## config.mk

```make
export PLATFORM = sky130hd
export DESIGN_NAME = dma_fifo_bus_eng
export DESIGN_NICKNAME = d
export VERILOG_FILES = /design/src/rtl/dma_eng_pkg.sv /design/src/rtl/dma_cpu_port.sv /design/src/rtl/dma_burst_ctrl.sv /design/src/rtl/dma_fifo_bus_eng.sv
export SDC_FILE = /design/constraint.sdc
export NUM_CORES = 1
export LEC_CHECK = 0
export BUFFER_PORTS_ARGS = -buffer_cell sky130_fd_sc_hd__buf_4
export CAP_MARGIN = 15
export CORE_UTILIZATION = 48
export CTS_CLUSTER_DIAMETER = 60
export DETAILED_ROUTE_END_ITERATION = 10
export PLACE_DENSITY = 0.74
export SETUP_SLACK_MARGIN = 0.02
export SLEW_MARGIN = 25
export SYNTH_ARGS = -nofsm -noshare
export SYNTH_HDL_FRONTEND = slang
export SYNTH_HIERARCHICAL = 1
export SYNTH_SLANG_ARGS = --single-unit
```

## constraint.sdc

```tcl
create_clock -name clk -period 2 [get_ports clk]
set_input_delay 0 -clock clk [delete_from_list [all_inputs] [get_ports clk]]
set_output_delay 0 -clock clk [all_outputs]
set_load 0.05 [all_outputs]
```

## src/rtl/dma_eng_pkg.sv

```systemverilog
package dma_eng_pkg;

    localparam int DW     = 32;
    localparam int SEL_HI = 21;   // register space select
    localparam int SEL_LO = 20;   // 1 = count word, 0 = start address

    typedef enum logic [1:0] {
        ENG_IDLE,
        ENG_REQ,
        ENG_ADDR,
        ENG_DATA
    } eng_state_e;

    typedef struct packed {
        logic          cnt_ld;
        logic          adr_ld;
        logic [DW-1:0] data;
    } cpu_wr_t;

    typedef struct packed {
        logic hold;
        logic ctrl_oe;
        logic ad_oe;
        logic ads_n;
        logic wr;
        logic blast_n;
    } bus_ctl_t;

    function automatic logic [DW-1:0] word_align(input logic [DW-1:0] a);
        return {a[DW-1:2], 2'b00};
    endfunction

endpackage

```

## src/rtl/dma_cpu_port.sv

```systemverilog
module dma_cpu_port
    import dma_eng_pkg::*;
(
    input  logic          clk,
    input  logic          rst,
    input  logic          en,
    input  logic          ads_n_i,
    input  logic          wr_i,
    input  logic [DW-1:0] ad_i,
    output logic          rdy_out_n,
    output cpu_wr_t       cpu_wr
);

    logic pend_q;
    logic sel_cnt_q;
    logic write_q;

    always_ff @(posedge clk) begin
        if (rst) begin
            pend_q    <= 1'b0;
            sel_cnt_q <= 1'b0;
            write_q   <= 1'b0;
        end else begin
            pend_q <= en && !pend_q && !ads_n_i && ad_i[SEL_HI];
            if (!ads_n_i) begin
                sel_cnt_q <= ad_i[SEL_LO];
                write_q   <= wr_i;
            end
        end
    end

    assign rdy_out_n     = ~pend_q;
    assign cpu_wr.cnt_ld = pend_q && write_q && sel_cnt_q;
    assign cpu_wr.adr_ld = pend_q && write_q && !sel_cnt_q;
    assign cpu_wr.data   = ad_i;

    // acknowledge lasts one cycle
    a_r10_ack_pulse: assert property (@(posedge clk) disable iff (rst)
        !rdy_out_n |=> rdy_out_n);

    // acknowledge only follows a register-space address strobe
    a_r10_ack_after_ads: assert property (@(posedge clk) disable iff (rst)
        !rdy_out_n |-> $past(!ads_n_i && ad_i[SEL_HI]));

endmodule

```

## src/rtl/dma_burst_ctrl.sv

```systemverilog
module dma_burst_ctrl
    import dma_eng_pkg::*;
#(
    parameter int CNT_W     = 24,
    parameter int BURST_LEN = 4
) (
    input  logic          clk,
    input  logic          rst,
    input  cpu_wr_t       cpu_wr,
    input  logic          hlda,
    input  logic          rdy_in_n,
    input  logic [DW-1:0] ad_i,
    input  logic [DW-1:0] fifo_rdata,
    output bus_ctl_t      ctl,
    output logic [DW-1:0] ad_o,
    output logic [3:0]    be_n,
    output logic          rd_fifo_n,
    output logic          wr_fifo_n,
    output logic [DW-1:0] fifo_wdata,
    output logic          idle
);

    localparam int WW       = CNT_W - 2;
    localparam int BW       = (BURST_LEN > 1) ? $clog2(BURST_LEN) : 1;
    localparam logic [BW-1:0] BEAT_MAX = BW'(BURST_LEN - 1);
    localparam logic [WW-1:0] ONE_WORD = WW'(1);

    eng_state_e    st;
    logic [WW-1:0] words_left;
    logic [DW-1:0] addr;
    logic [BW-1:0] beat;
    logic          to_fifo;     // 1: bus reads into FIFO
    logic          last;
    logic          done;
    logic          unused_lo;

    assign unused_lo = ^cpu_wr.data[1:0];
    assign last = (beat == BEAT_MAX) || (words_left == ONE_WORD);
    assign done = (st == ENG_DATA) && !rdy_in_n;
    assign idle = (st == ENG_IDLE);

    always_ff @(posedge clk) begin
        if (rst) begin
            st         <= ENG_IDLE;
            words_left <= '0;
            addr       <= '0;
            beat       <= '0;
            to_fifo    <= 1'b0;
        end else begin
            unique case (st)
                ENG_IDLE: begin
                    if (cpu_wr.adr_ld)
                        addr <= word_align(cpu_wr.data);
                    if (cpu_wr.cnt_ld) begin
                        words_left <= cpu_wr.data[CNT_W-1:2];
                        to_fifo    <= cpu_wr.data[CNT_W];
                        beat       <= '0;
                        if (|cpu_wr.data[CNT_W-1:2])
                            st <= ENG_REQ;
                    end
                end
                ENG_REQ:  if (hlda) st <= ENG_ADDR;
                ENG_ADDR: st <= ENG_DATA;
                ENG_DATA: begin
                    if (!rdy_in_n) begin
                        words_left <= words_left - ONE_WORD;
                        addr       <= addr + DW'(4);
                        if (last) begin
                            beat <= '0;
                            st   <= (words_left == ONE_WORD) ? ENG_IDLE : ENG_ADDR;
                        end else begin
                            beat <= beat + BW'(1);
                        end
                    end
                end
                default: st <= ENG_IDLE;
            endcase
        end
    end

    always_comb begin
        ctl  = '{hold: 1'b0, ctrl_oe: 1'b0, ad_oe: 1'b0,
                 ads_n: 1'b1, wr: 1'b1, blast_n: 1'b1};
        ad_o = '0;
        unique case (st)
            ENG_REQ: ctl.hold = 1'b1;
            ENG_ADDR: begin
                ctl.hold    = 1'b1;
                ctl.ctrl_oe = 1'b1;
                ctl.ad_oe   = 1'b1;
                ctl.ads_n   = 1'b0;
                ctl.wr      = ~to_fifo;
                ad_o        = addr;
            end
            ENG_DATA: begin
                ctl.hold    = 1'b1;
                ctl.ctrl_oe = 1'b1;
                ctl.ad_oe   = ~to_fifo;
                ctl.wr      = ~to_fifo;
                ctl.blast_n = ~last;
                ad_o        = to_fifo ? '0 : fifo_rdata;
            end
            default: ;
        endcase
    end

    assign be_n       = ctl.ctrl_oe ? 4'b0000 : 4'b1111;
    assign rd_fifo_n  = ~(done && !to_fifo);
    assign wr_fifo_n  = ~(done && to_fifo);
    assign fifo_wdata = ad_i;

    // shared lines only while holding the bus
    a_r3_drive_under_hold: assert property (@(posedge clk) disable iff (rst)
        ctl.ctrl_oe |-> ctl.hold);

    // first drive only after the grant was sampled
    a_r3_grant_before_drive: assert property (@(posedge clk) disable iff (rst)
        $rose(ctl.ctrl_oe) |-> $past(hlda));

    // address phase is a single cycle followed by a data phase
    a_r4_ads_single: assert property (@(posedge clk) disable iff (rst)
        !ctl.ads_n |=> (ctl.ads_n && st == ENG_DATA));

    // after the last phase of a burst comes a new address or release
    a_r5_blast_ends_burst: assert property (@(posedge clk) disable iff (rst)
        (done && !ctl.blast_n) |=> (!ctl.ads_n || !ctl.hold));

    // wait states freeze the transfer state
    a_r6_wait_holds: assert property (@(posedge clk) disable iff (rst)
        (st == ENG_DATA && rdy_in_n) |=>
            (st == ENG_DATA && $stable(addr) && $stable(words_left)));

    // the two FIFO strobes never coincide
    a_r7_strobe_excl: assert property (@(posedge clk) disable iff (rst)
        $onehot0({~rd_fifo_n, ~wr_fifo_n}));

    // each completed phase removes exactly one word
    a_r9_count_step: assert property (@(posedge clk) disable iff (rst)
        done |=> (words_left == $past(words_left) - ONE_WORD));

    // a zero word count never requests the bus
    a_r1_zero_no_hold: assert property (@(posedge clk) disable iff (rst)
        (idle && cpu_wr.cnt_ld && cpu_wr.data[CNT_W-1:2] == '0) |=> !ctl.hold);

endmodule

```

## src/rtl/dma_fifo_bus_eng.sv

```systemverilog
module dma_fifo_bus_eng
    import dma_eng_pkg::*;
#(
    parameter int CNT_W     = 24,
    parameter int BURST_LEN = 4
) (
    input  logic          clk,
    input  logic          rst,
    output logic          hold_o,
    input  logic          hlda_i,
    input  logic [31:0]   ad_i,
    output logic [31:0]   ad_o,
    output logic          ad_oe_o,
    input  logic          ads_n_i,
    output logic          ads_n_o,
    input  logic          wr_i,
    output logic          wr_o,
    output logic [3:0]    be_n_o,
    output logic          blast_n_o,
    output logic          ctl_oe_o,
    input  logic          rdy_in_n_i,
    output logic          rdy_out_n_o,
    output logic          rd_fifo_n_o,
    output logic          wr_fifo_n_o,
    input  logic [31:0]   fifo_rdata_i,
    output logic [31:0]   fifo_wdata_o
);

    cpu_wr_t  cpu_wr;
    bus_ctl_t ctl;
    logic     eng_idle;

    dma_cpu_port u_cpu (
        .clk       (clk),
        .rst       (rst),
        .en        (eng_idle),
        .ads_n_i   (ads_n_i),
        .wr_i      (wr_i),
        .ad_i      (ad_i),
        .rdy_out_n (rdy_out_n_o),
        .cpu_wr    (cpu_wr)
    );

    dma_burst_ctrl #(
        .CNT_W     (CNT_W),
        .BURST_LEN (BURST_LEN)
    ) u_burst (
        .clk        (clk),
        .rst        (rst),
        .cpu_wr     (cpu_wr),
        .hlda       (hlda_i),
        .rdy_in_n   (rdy_in_n_i),
        .ad_i       (ad_i),
        .fifo_rdata (fifo_rdata_i),
        .ctl        (ctl),
        .ad_o       (ad_o),
        .be_n       (be_n_o),
        .rd_fifo_n  (rd_fifo_n_o),
        .wr_fifo_n  (wr_fifo_n_o),
        .fifo_wdata (fifo_wdata_o),
        .idle       (eng_idle)
    );

    assign hold_o    = ctl.hold;
    assign ad_oe_o   = ctl.ad_oe;
    assign ctl_oe_o  = ctl.ctrl_oe;
    assign ads_n_o   = ctl.ads_n;
    assign wr_o      = ctl.wr;
    assign blast_n_o = ctl.blast_n;

endmodule

```

==> metrics.cfg <==
[setup_path]
r2r_slack_ps=100
critPathTopFamily=simple AND/OR/NAND/NOR gates
cp-end-kind=register
required_ps=2200
crit_chain=or4_1 > or3_1 > o311ai_0 > a31oi_1
crit_arrival_ps=2100
reg2reg_from=u_burst/words_left[12]$_SDFFE_PP0P_
rr_worst_depth=4
critPathBufInv=0
critical_path_class=register to register
cp_max_fo=7
cp_slowest_stage_delay_ps=510
cp_slowest_cell=or4_1
startpoint_type=register
r2r_end=u_burst/words_left[20]$_SDFFE_PP0P_

[clock_network]
cts_root_buf=clkbuf_8
cts_buffers=9
clock_path_buffers=2
tritoncts=yes
htreeDepth=3
path_clk_slew_ps=70
clock_sinks=60
clkLatencyLatePin_ps=340

[drt]
routedWlPerCell_microns=19.25
vias_per_cell=6.361
first_iter_violations=454
wirelength_microns=17020
drc=0
ant_nets=0
num_vias=5623
firstDrtPassIters=6

[sta]
fin_crit_sh=0.9486
drv_slew=0
setup_slack_ps=102.8
max_freq_mhz=527.1
fin_worst_skew_ps=12.57
tns_ps=0
min_period_ps=1897
rsz0062_at_grt=no
finalSetupViolations=0
worstMarginPinSlew_ps=484.7
hold_ws_ps=0.02195
max_slew_margin=0.6739
hold_violations=0

[pwr]
p_total_mw=2.840
p_switching_mw=0.7971
seq_power_share=0.430
p_clk_frac=0.402
power.leakage_nw=2.623
power_density_nw_per_um2=443.3
pwr-share-comb=0.168
switching_share=0.2806
p_int_mw=2.043
vdd_drop_max_v=0.0002995

[synthesis]
syn_inst=642
synth_area_sq_um=4926
yosysWarningCount=6
syn-num-nets=716
avgSynthCellArea_sq_um=7.673

[finish]
fin_area_sq_um=6406
final_cell_mix=buf_4 (190), dfxtp_1 (56), nand2_1 (45), nor2_1 (37), a21oi_1 (34)
nets=820
final_common_cell=buf_4
drive_gt1_frac=0.3409
final_cells=884
syn2layout_area_growth_pct=30.05
fin_util=0.6494
num_antenna_cells=0
fillCellCount=859

[placed_design]
hpwl_microns=12180
pre_cts_slack_ps=42.73
portBuffers=142
placed_area_sq_um=5948
gp_congestion=0.9955
placed_cells=851

[floorplanning]
fp.dieW_microns=103.3
rows=36
io_pins=147
die_y_microns=103.3
floorplan.initialDensity=0.4994
coreArea_sq_um=9864
die_area_sq_um=10670

[global_route]
grt_max_degree=40
antenna_found_initial=0
grt_pass1_wl_microns=25910
grt_overflow=0
grt_util_all_layers=0.3159
grt_pass1_vias=5000

[min_path]
hp-class=input port to output port
whs_path_depth=0
min_to=fifo_wdata_o[1]
worstHoldStart=ad_i[1]

[job]
maxCapViolations=0

[outcome]
status=complete, no violations

## cell type report
type / count / area [sq um] / area share
Inverter: 17 / 71.32 / 0.01113
Clock inverter: 4 / 47.55 / 0.007422
Timing Repair Buffer: 208 / 1657 / 0.2586
Sequential cell: 60 / 1209 / 0.1887
Multi-Input combinational cell: 450 / 3100 / 0.4840
Tap cell: 133 / 166.4 / 0.02598
Clock buffer: 12 / 155.1 / 0.02422
## repair_timing
action                                  4_1_cts  5_1_grt
hold buffers                                 13        0
setup buffers                                 0        4
endpoints found under the hold margin        10        0
gates resized for setup                       5       19
endpoints found under the setup margin       10       50
pin swaps                                     0        5
## metal layers
layer | GRT usage | part of all wire
met1 | 0.4230 | 0.41
met2 | 0.5195 | 0.47
met4 | 0.1138 | 0.026
met5 | 0 | 0
met3 | 0.04435 | 0.097
## power by group through the flow
stage / Clock, mW / Sequential, mW / Combinational, mW
6_report: 1.14 / 1.22 / 0.478
5_1_grt: 1.22 / 1.22 / 0.500
4_1_cts: 1.15 / 1.22 / 0.469
3_5_place_dp: 0 / 1.25 / 0.446
3_3_place_gp: 0 / 1.25 / 0.443
2_1_floorplan: 0 / 1.24 / 0.326
## worst max-delay path by stage
| stage | startpoint | end | slack [ps] | depth (start not counted) |
|---|---|---|---|---|
| floorplan | u_burst/st[1]$_SDFFE_PP0P_ | ad_o[13] | -20 | 6 |
| detailed placement | u_cpu/pend_q$_SDFF_PP0_ | u_burst/addr[29]$_SDFFE_PP0P_ | 40 | 7 |
| finish | u_burst/words_left[12]$_SDFFE_PP0P_ | u_burst/words_left[20]$_SDFFE_PP0P_ | 100 | 4 |
| global placement | u_burst/words_left[1]$_SDFFE_PP0P_ | u_burst/words_left[16]$_SDFFE_PP0P_ | 130 | 6 |
| CTS | u_cpu/pend_q$_SDFF_PP0_ | u_burst/addr[29]$_SDFFE_PP0P_ | 30 | 7 |
| global route | u_burst/words_left[20]$_SDFFE_PP0P_ | blast_n_o | 10 | 5 |
## flip-flops by register name, summed over array words and instances, names as in the netlist
name / count
u_burst/words_left: 22
u_cpu/write_q: 1
u_burst/to_fifo: 1
u_burst/addr: 30
u_burst/beat: 2
u_burst/st: 2
u_cpu/sel_cnt_q: 1
u_cpu/pend_q: 1
Note: power is estimated with default switching activity, not from simulation.
